$ cat config.mk
export PLATFORM = sky130hd
export DESIGN_NAME = bank_addr_mapper
export DESIGN_NICKNAME = d
export VERILOG_FILES = /design/src/rtl/dmap_pkg.sv /design/src/rtl/dmap_bank_sel.sv /design/src/rtl/dmap_region_decode.sv /design/src/rtl/bank_addr_mapper.sv
export SDC_FILE = /design/constraint.sdc
export NUM_CORES = 1
export LEC_CHECK = 0
export BUFFER_PORTS_ARGS = -buffer_cell sky130_fd_sc_hd__clkbuf_2
export CORE_ASPECT_RATIO = 0.8
export CORE_MARGIN = 2
export CORE_UTILIZATION = 41
export CTS_BUF_LIST = sky130_fd_sc_hd__clkbuf_16
export DETAILED_ROUTE_END_ITERATION = 6
export GPL_ROUTABILITY_DRIVEN = 0
export PLACE_DENSITY = 0.85
export SYNTH_ARGS = -nofsm -noshare
export SYNTH_HDL_FRONTEND = slang
export SYNTH_SLANG_ARGS = --single-unit
$ cat constraint.sdc
create_clock -name clk -period 1 [get_ports clk]
set_input_delay 0.05 -clock clk [delete_from_list [all_inputs] [get_ports clk]]
set_output_delay 0.05 -clock clk [all_outputs]
set_load 0.02 [all_outputs]
$ cat src/rtl/dmap_pkg.sv
package dmap_pkg;

    // Region classes for an in-bank offset
    typedef enum logic [1:0] {
        RGN_SPECIAL = 2'd0,
        RGN_GENERAL = 2'd1,
        RGN_SHARED  = 2'd2
    } region_e;

endpackage

$ cat src/rtl/dmap_bank_sel.sv
// Picks bank and offset from the direct or the indirect source.
module dmap_bank_sel #(
    parameter int OFF_W  = 7,
    parameter int BANK_W = 2,
    localparam int PTR_W = OFF_W + 1,
    localparam int HI_W  = BANK_W - 1
) (
    input  logic              use_ind,
    input  logic [OFF_W-1:0]  dir_off,
    input  logic [BANK_W-1:0] dir_bank,
    input  logic [PTR_W-1:0]  ind_ptr,
    input  logic [HI_W-1:0]   ind_hi,
    output logic [BANK_W-1:0] bank,
    output logic [OFF_W-1:0]  off
);

    logic [HI_W+PTR_W-1:0] ind_full;

    always_comb begin
        ind_full = {ind_hi, ind_ptr};
        if (use_ind) begin
            bank = ind_full[HI_W+PTR_W-1 -: BANK_W];
            off  = ind_full[OFF_W-1:0];
        end else begin
            bank = dir_bank;
            off  = dir_off;
        end
    end

endmodule

$ cat src/rtl/dmap_region_decode.sv
// Classifies a bank/offset pair and forms the physical address.
module dmap_region_decode
    import dmap_pkg::*;
#(
    parameter int NUM_BANKS = 4,
    parameter int OFF_W     = 7,
    parameter int SFR_SPAN  = 32,
    parameter int SHARED_LO = 112,
    parameter int GPR_BANKS = 2,
    parameter logic [SFR_SPAN-1:0] MIRROR_MASK = 32'h0000_0C1D,
    parameter logic [NUM_BANKS-1:0][SFR_SPAN-1:0] SFR_IMPL =
        {32'h0, 32'h0, 32'h0000_03E2, 32'h0000_0FFF},
    localparam int BANK_W = $clog2(NUM_BANKS),
    localparam int SFR_W  = $clog2(SFR_SPAN),
    localparam int ADDR_W = BANK_W + OFF_W
) (
    input  logic [BANK_W-1:0] bank,
    input  logic [OFF_W-1:0]  off,
    output logic              impl,
    output logic [ADDR_W-1:0] phys
);

    region_e          region;
    logic [SFR_W-1:0] sfr_idx;
    logic [NUM_BANKS-1:0] own_sfr;
    logic             is_mirror;
    logic             own_hit;
    logic             gpr_hit;

    assign sfr_idx = off[SFR_W-1:0];

    // One match term per bank for its own special registers
    for (genvar b = 0; b < NUM_BANKS; b++) begin : g_bank
        assign own_sfr[b] = (int'(bank) == b) && SFR_IMPL[b][sfr_idx];
    end

    always_comb begin
        if (int'(off) >= SHARED_LO)
            region = RGN_SHARED;
        else if (int'(off) < SFR_SPAN)
            region = RGN_SPECIAL;
        else
            region = RGN_GENERAL;

        is_mirror = (region == RGN_SPECIAL) && MIRROR_MASK[sfr_idx];
        own_hit   = (region == RGN_SPECIAL) && (|own_sfr);
        gpr_hit   = (region == RGN_GENERAL) && (int'(bank) < GPR_BANKS);

        impl = 1'b0;
        phys = '0;
        if (region == RGN_SHARED || is_mirror) begin
            impl = 1'b1;
            phys = {{BANK_W{1'b0}}, off};
        end else if (own_hit || gpr_hit) begin
            impl = 1'b1;
            phys = {bank, off};
        end
    end

endmodule

$ cat src/rtl/bank_addr_mapper.sv
// Banked register-file address mapper, registered result.
module bank_addr_mapper #(
    parameter int NUM_BANKS = 4,
    parameter int BANK_SIZE = 128,
    parameter int SFR_SPAN  = 32,
    parameter int SHARED_LO = 112,
    parameter int GPR_BANKS = 2,
    parameter logic [SFR_SPAN-1:0] MIRROR_MASK = 32'h0000_0C1D,
    parameter logic [NUM_BANKS-1:0][SFR_SPAN-1:0] SFR_IMPL =
        {32'h0, 32'h0, 32'h0000_03E2, 32'h0000_0FFF},
    parameter int DATA_W    = 8,
    localparam int OFF_W  = $clog2(BANK_SIZE),
    localparam int BANK_W = $clog2(NUM_BANKS),
    localparam int ADDR_W = OFF_W + BANK_W,
    localparam int PTR_W  = OFF_W + 1,
    localparam int HI_W   = BANK_W - 1
) (
    input  logic              clk,
    input  logic              rst_n,
    input  logic              req_vld,
    input  logic              req_wr,
    input  logic              req_ind,
    input  logic [OFF_W-1:0]  dir_off,
    input  logic [BANK_W-1:0] dir_bank,
    input  logic [PTR_W-1:0]  ind_ptr,
    input  logic [HI_W-1:0]   ind_hi,
    input  logic [DATA_W-1:0] ram_rdata,
    output logic              map_vld,
    output logic [ADDR_W-1:0] map_addr,
    output logic              map_hit,
    output logic              ram_we,
    output logic [DATA_W-1:0] rd_data
);

    typedef struct packed {
        logic              vld;
        logic              hit;
        logic              wr;
        logic              we;
        logic [ADDR_W-1:0] addr;
    } map_state_t;

    logic [BANK_W-1:0] sel_bank;
    logic [OFF_W-1:0]  sel_off;
    logic              dec_impl;
    logic [ADDR_W-1:0] dec_phys;
    map_state_t        st_d, st_q;

    dmap_bank_sel #(
        .OFF_W  (OFF_W),
        .BANK_W (BANK_W)
    ) u_bank_sel (
        .use_ind  (req_ind),
        .dir_off  (dir_off),
        .dir_bank (dir_bank),
        .ind_ptr  (ind_ptr),
        .ind_hi   (ind_hi),
        .bank     (sel_bank),
        .off      (sel_off)
    );

    dmap_region_decode #(
        .NUM_BANKS   (NUM_BANKS),
        .OFF_W       (OFF_W),
        .SFR_SPAN    (SFR_SPAN),
        .SHARED_LO   (SHARED_LO),
        .GPR_BANKS   (GPR_BANKS),
        .MIRROR_MASK (MIRROR_MASK),
        .SFR_IMPL    (SFR_IMPL)
    ) u_decode (
        .bank (sel_bank),
        .off  (sel_off),
        .impl (dec_impl),
        .phys (dec_phys)
    );

    always_comb begin
        st_d      = '0;
        st_d.vld  = req_vld;
        st_d.wr   = req_vld && req_wr;
        st_d.hit  = req_vld && dec_impl;
        st_d.we   = req_vld && req_wr && dec_impl;
        st_d.addr = (req_vld && dec_impl) ? dec_phys : '0;
    end

    always_ff @(posedge clk or negedge rst_n) begin
        if (!rst_n) st_q <= '0;
        else        st_q <= st_d;
    end

    assign map_vld  = st_q.vld;
    assign map_hit  = st_q.hit;
    assign map_addr = st_q.addr;
    assign ram_we   = st_q.we;
    assign rd_data  = (st_q.hit && !st_q.wr) ? ram_rdata : '0;

endmodule

==> flow_metrics.py <==
metrics = {
    "power": {
        "leakage_uw": 0.0007951,
        "intPower_uw": 1416,
        "switchingPower_uw": 516.7,
        "power_density_mw_per_mm2": 1208,
        "swShare_pct": 26.74,
        "combPwrFrac_pct": 32.6,
        "power_frac_clock_pct": 37.8,
        "pwr-share-seq_pct": 29.6,
        "peakVddDrop_uv": 975.6,
    },
    "logic_synthesis": {
        "yosysWarnings": 0,
        "syn-mean-instance-area_um2": 10.63,
        "syn_nets": 108,
        "async_reset_ff_share_pct": 100.0,
        "synth_area_leaders": "dfrtp_1, buf_4, and2_1",
        "syn_area_um2": 818.3,
        "synth-seq-cells": 13,
        "synthTopCellsByCount": "dfrtp_1, and2_1, buf_4",
        "ys_seq_area_share_pct": 39.76,
        "synth-edff-count": 0,
        "synth_cells": 77,
        "netlist.area_leader.share_pct": 39.76,
        "yosysTopAreaCell": "dfrtp_1",
        "synthMostInstantiatedCell": "dfrtp_1",
        "synth-main-ff-cell": "dfrtp_1",
        "ys_types": 29,
    },
    "placed_design": {
        "placed_cell_area_mm2": 0.001146,
        "port_buffers": 50,
        "post-place-cells": 158,
        "hpwl_um": 1750,
    },
    "detailed_routing": {
        "route.detailed.drc": 0,
        "wl_per_cell_um": 16.42,
        "num_vias": 875,
        "drtIter0Drc": 21,
        "via_per_inst": 5.087,
        "first_pass_iters": 4,
        "ant_nets": 0,
        "wirelength_um": 2824,
    },
    "hold_path": {
        "holdCritStartpoint": "req_wr",
        "holdPathEnd": "st_q[10]$_DFF_PN0_",
        "hold_class": "primary input to flip-flop",
        "whs_path_depth": 2,
    },
    "timing": {
        "fin_crit_sh_pct": 116.2,
        "period_needed_ns": 1.162,
        "setup_viol": 16,
        "rsz0062_at_grt": "yes",
        "fin_ws_ns": -0.1618,
        "drv_slew": 0,
        "whs_ns": 0.06656,
        "max_freq_mhz": 860.7,
        "finalHoldViolCount": 0,
    },
    "finish": {
        "fin_area_mm2": 0.001599,
        "drive_gt1_share_pct": 73.65,
        "syn_to_final_growth_pct": 95.41,
        "fin_nets": 180,
        "final_cells": 172,
        "fillerInstances": 95,
        "diodes": 0,
    },
    "floorplan": {
        "dieWidth_um": 53.95,
        "die_height_um": 43.96,
        "num_rows": 14,
        "initial_core_util_pct": 43.66,
        "core_mm2": 0.001874,
        "ios": 51,
        "die-area_mm2": 0.002371,
    },
    "flow_run": {
        "cap_violations": 0,
    },
    "grt": {
        "antenna_found_initial": 0,
        "grt_use_total_pct": 24.28,
        "grt_pass1_vias": 918,
        "grt_max_degree": 14,
        "overflow": 0,
        "grt_pass1_wl_um": 3967,
    },
    "clock_network": {
        "clock_sinks": 13,
        "cts_buffer_depth": 2,
        "cts_tree": "done",
        "clkTransAtPathRegs_ns": 0.04,
        "root_buffer": "clkbuf_16",
        "numCtsBuffers": 3,
        "htree_levels": 1,
    },
    "outcome": {
        "violations": "negative setup slack",
        "outcome": "finished with violations",
    },
    "setup_path": {
        "cp.required_ns": 0.95,
        "worstPathArrival_ns": 1.11,
        "crit_path_max_fanout": 8,
        "cp-start-kind": "flip-flop",
        "end_kind": "output pin",
        "crit_type": "flip-flop to output pin",
    },
}
## repair_timing
item / in CTS / in global routing
endpoints found under the hold margin: 14 / 0
buffers inserted: 7 / 1
pin swaps: 10 / 17
gates cloned: 0 / 1
setup endpoints to repair: 18 / 18
resized for setup: 41 / 28
hold buffers: 2 / 0
## cells by family (layout without fill, tap and decap cells)
| family | Yosys count | count (layout) | share of synthesized area (%) |
|---|---|---|---|
| multiplexers | 6 | 6 | 7.951 |
| buffers and inverters | 13 | 84 | 11.93 |
| AND/OR/NAND/NOR | 32 | 32 | 24.01 |
| flip-flops | 13 | 13 | 39.76 |
| AO/OA/AOI/OAI | 12 | 12 | 15.90 |
| other | 1 | 1 | 0.4583 |
## power by group through the flow
stage / clock network [uW] / logic [uW] / registers, uW
after floorplan: 0 / 236 / 585
after global placement: 0 / 398 / 576
after detailed placement: 0 / 414 / 576
after CTS: 724 / 548 / 569
after global routing: 774 / 667 / 572
final: 730 / 631 / 571
## flip-flops by register name, summed over array words and instances (netlist names)
name / count
st_q: 1
map_addr: 9
map_hit: 1
ram_we: 1
map_vld: 1
## cells in the final DEF, fill, tap and decap left out, drive strengths merged
cell type and count:
a221oi 1, o22ai 2, nand2 5, o31ai 1, nand2b 2, nor2b 2, nor3b 1, mux2i 5
and2 10, nor3 5, a211oi 1, inv 3, or4b 1, o21a 1, mux2 1, or4 2
dlygate4sd3 2, clkbuf 44, o32a 1, nor4b 1, nor2 3, dfrtp 13, a21oi 1, o221ai 1
buf 35, conb 1, a211o 1, o211ai 2
## critical path: stages (launching register included)
cell and delay, ns:
dfrtp_1 0.38, nor2b_4 0.20, and2_4 0.18, buf_8 0.11
## area by class of cell
class / count / area, um2 / area share, %
multi-input combinational: 51 / 550.5 / 34.43
tap: 24 / 30.03 / 1.878
inverter: 2 / 7.507 / 0.4695
clock inverter: 1 / 3.754 / 0.2347
sequential: 13 / 325.3 / 20.34
clock buffer: 3 / 75.07 / 4.695
timing repair buffer: 78 / 606.8 / 37.95
## how the worst max path moves through the flow
stage                             from                    end  slack [ns]  cells after the start
finish              st_q[10]$_DFF_PN0_             rd_data[5]       -0.16                      3
global route        st_q[10]$_DFF_PN0_             rd_data[5]       -0.22                      3
CTS                 st_q[10]$_DFF_PN0_             rd_data[5]       -0.14                      3
detailed placement             req_ind  map_addr[6]$_DFF_PN0_       -0.47                      6
global placement               req_ind  map_addr[6]$_DFF_PN0_       -0.39                      5
floorplan                      req_ind  map_addr[0]$_DFF_PN0_       -0.20                      6
## routing by layer
layer  wire length (um)  vias up  global-route usage [%]
li1                   -      405                       -
met1                937      404                   23.53
met2               1658       62                   49.02
met3                195        4                   3.103
met4                 32        0                   10.77
met5                  0        -                       0
## per-stage QoR
stage | setup slack [ns] | setup TNS [ns] | total power [uW] | utilization, %
floorplan | -0.1993 | -1.701 | 821.2 | -
global placement | -0.3896 | -3.556 | 974.6 | 61.15
detailed placement | -0.4746 | -4.194 | 990.1 | 61.15
CTS | -0.1370 | -1.218 | 1842 | 80.11
global route | -0.2171 | -2.252 | 2012 | 85.31
finish | -0.1618 | -1.458 | 1932 | 85.31
(Power assumes the default switching activity.)
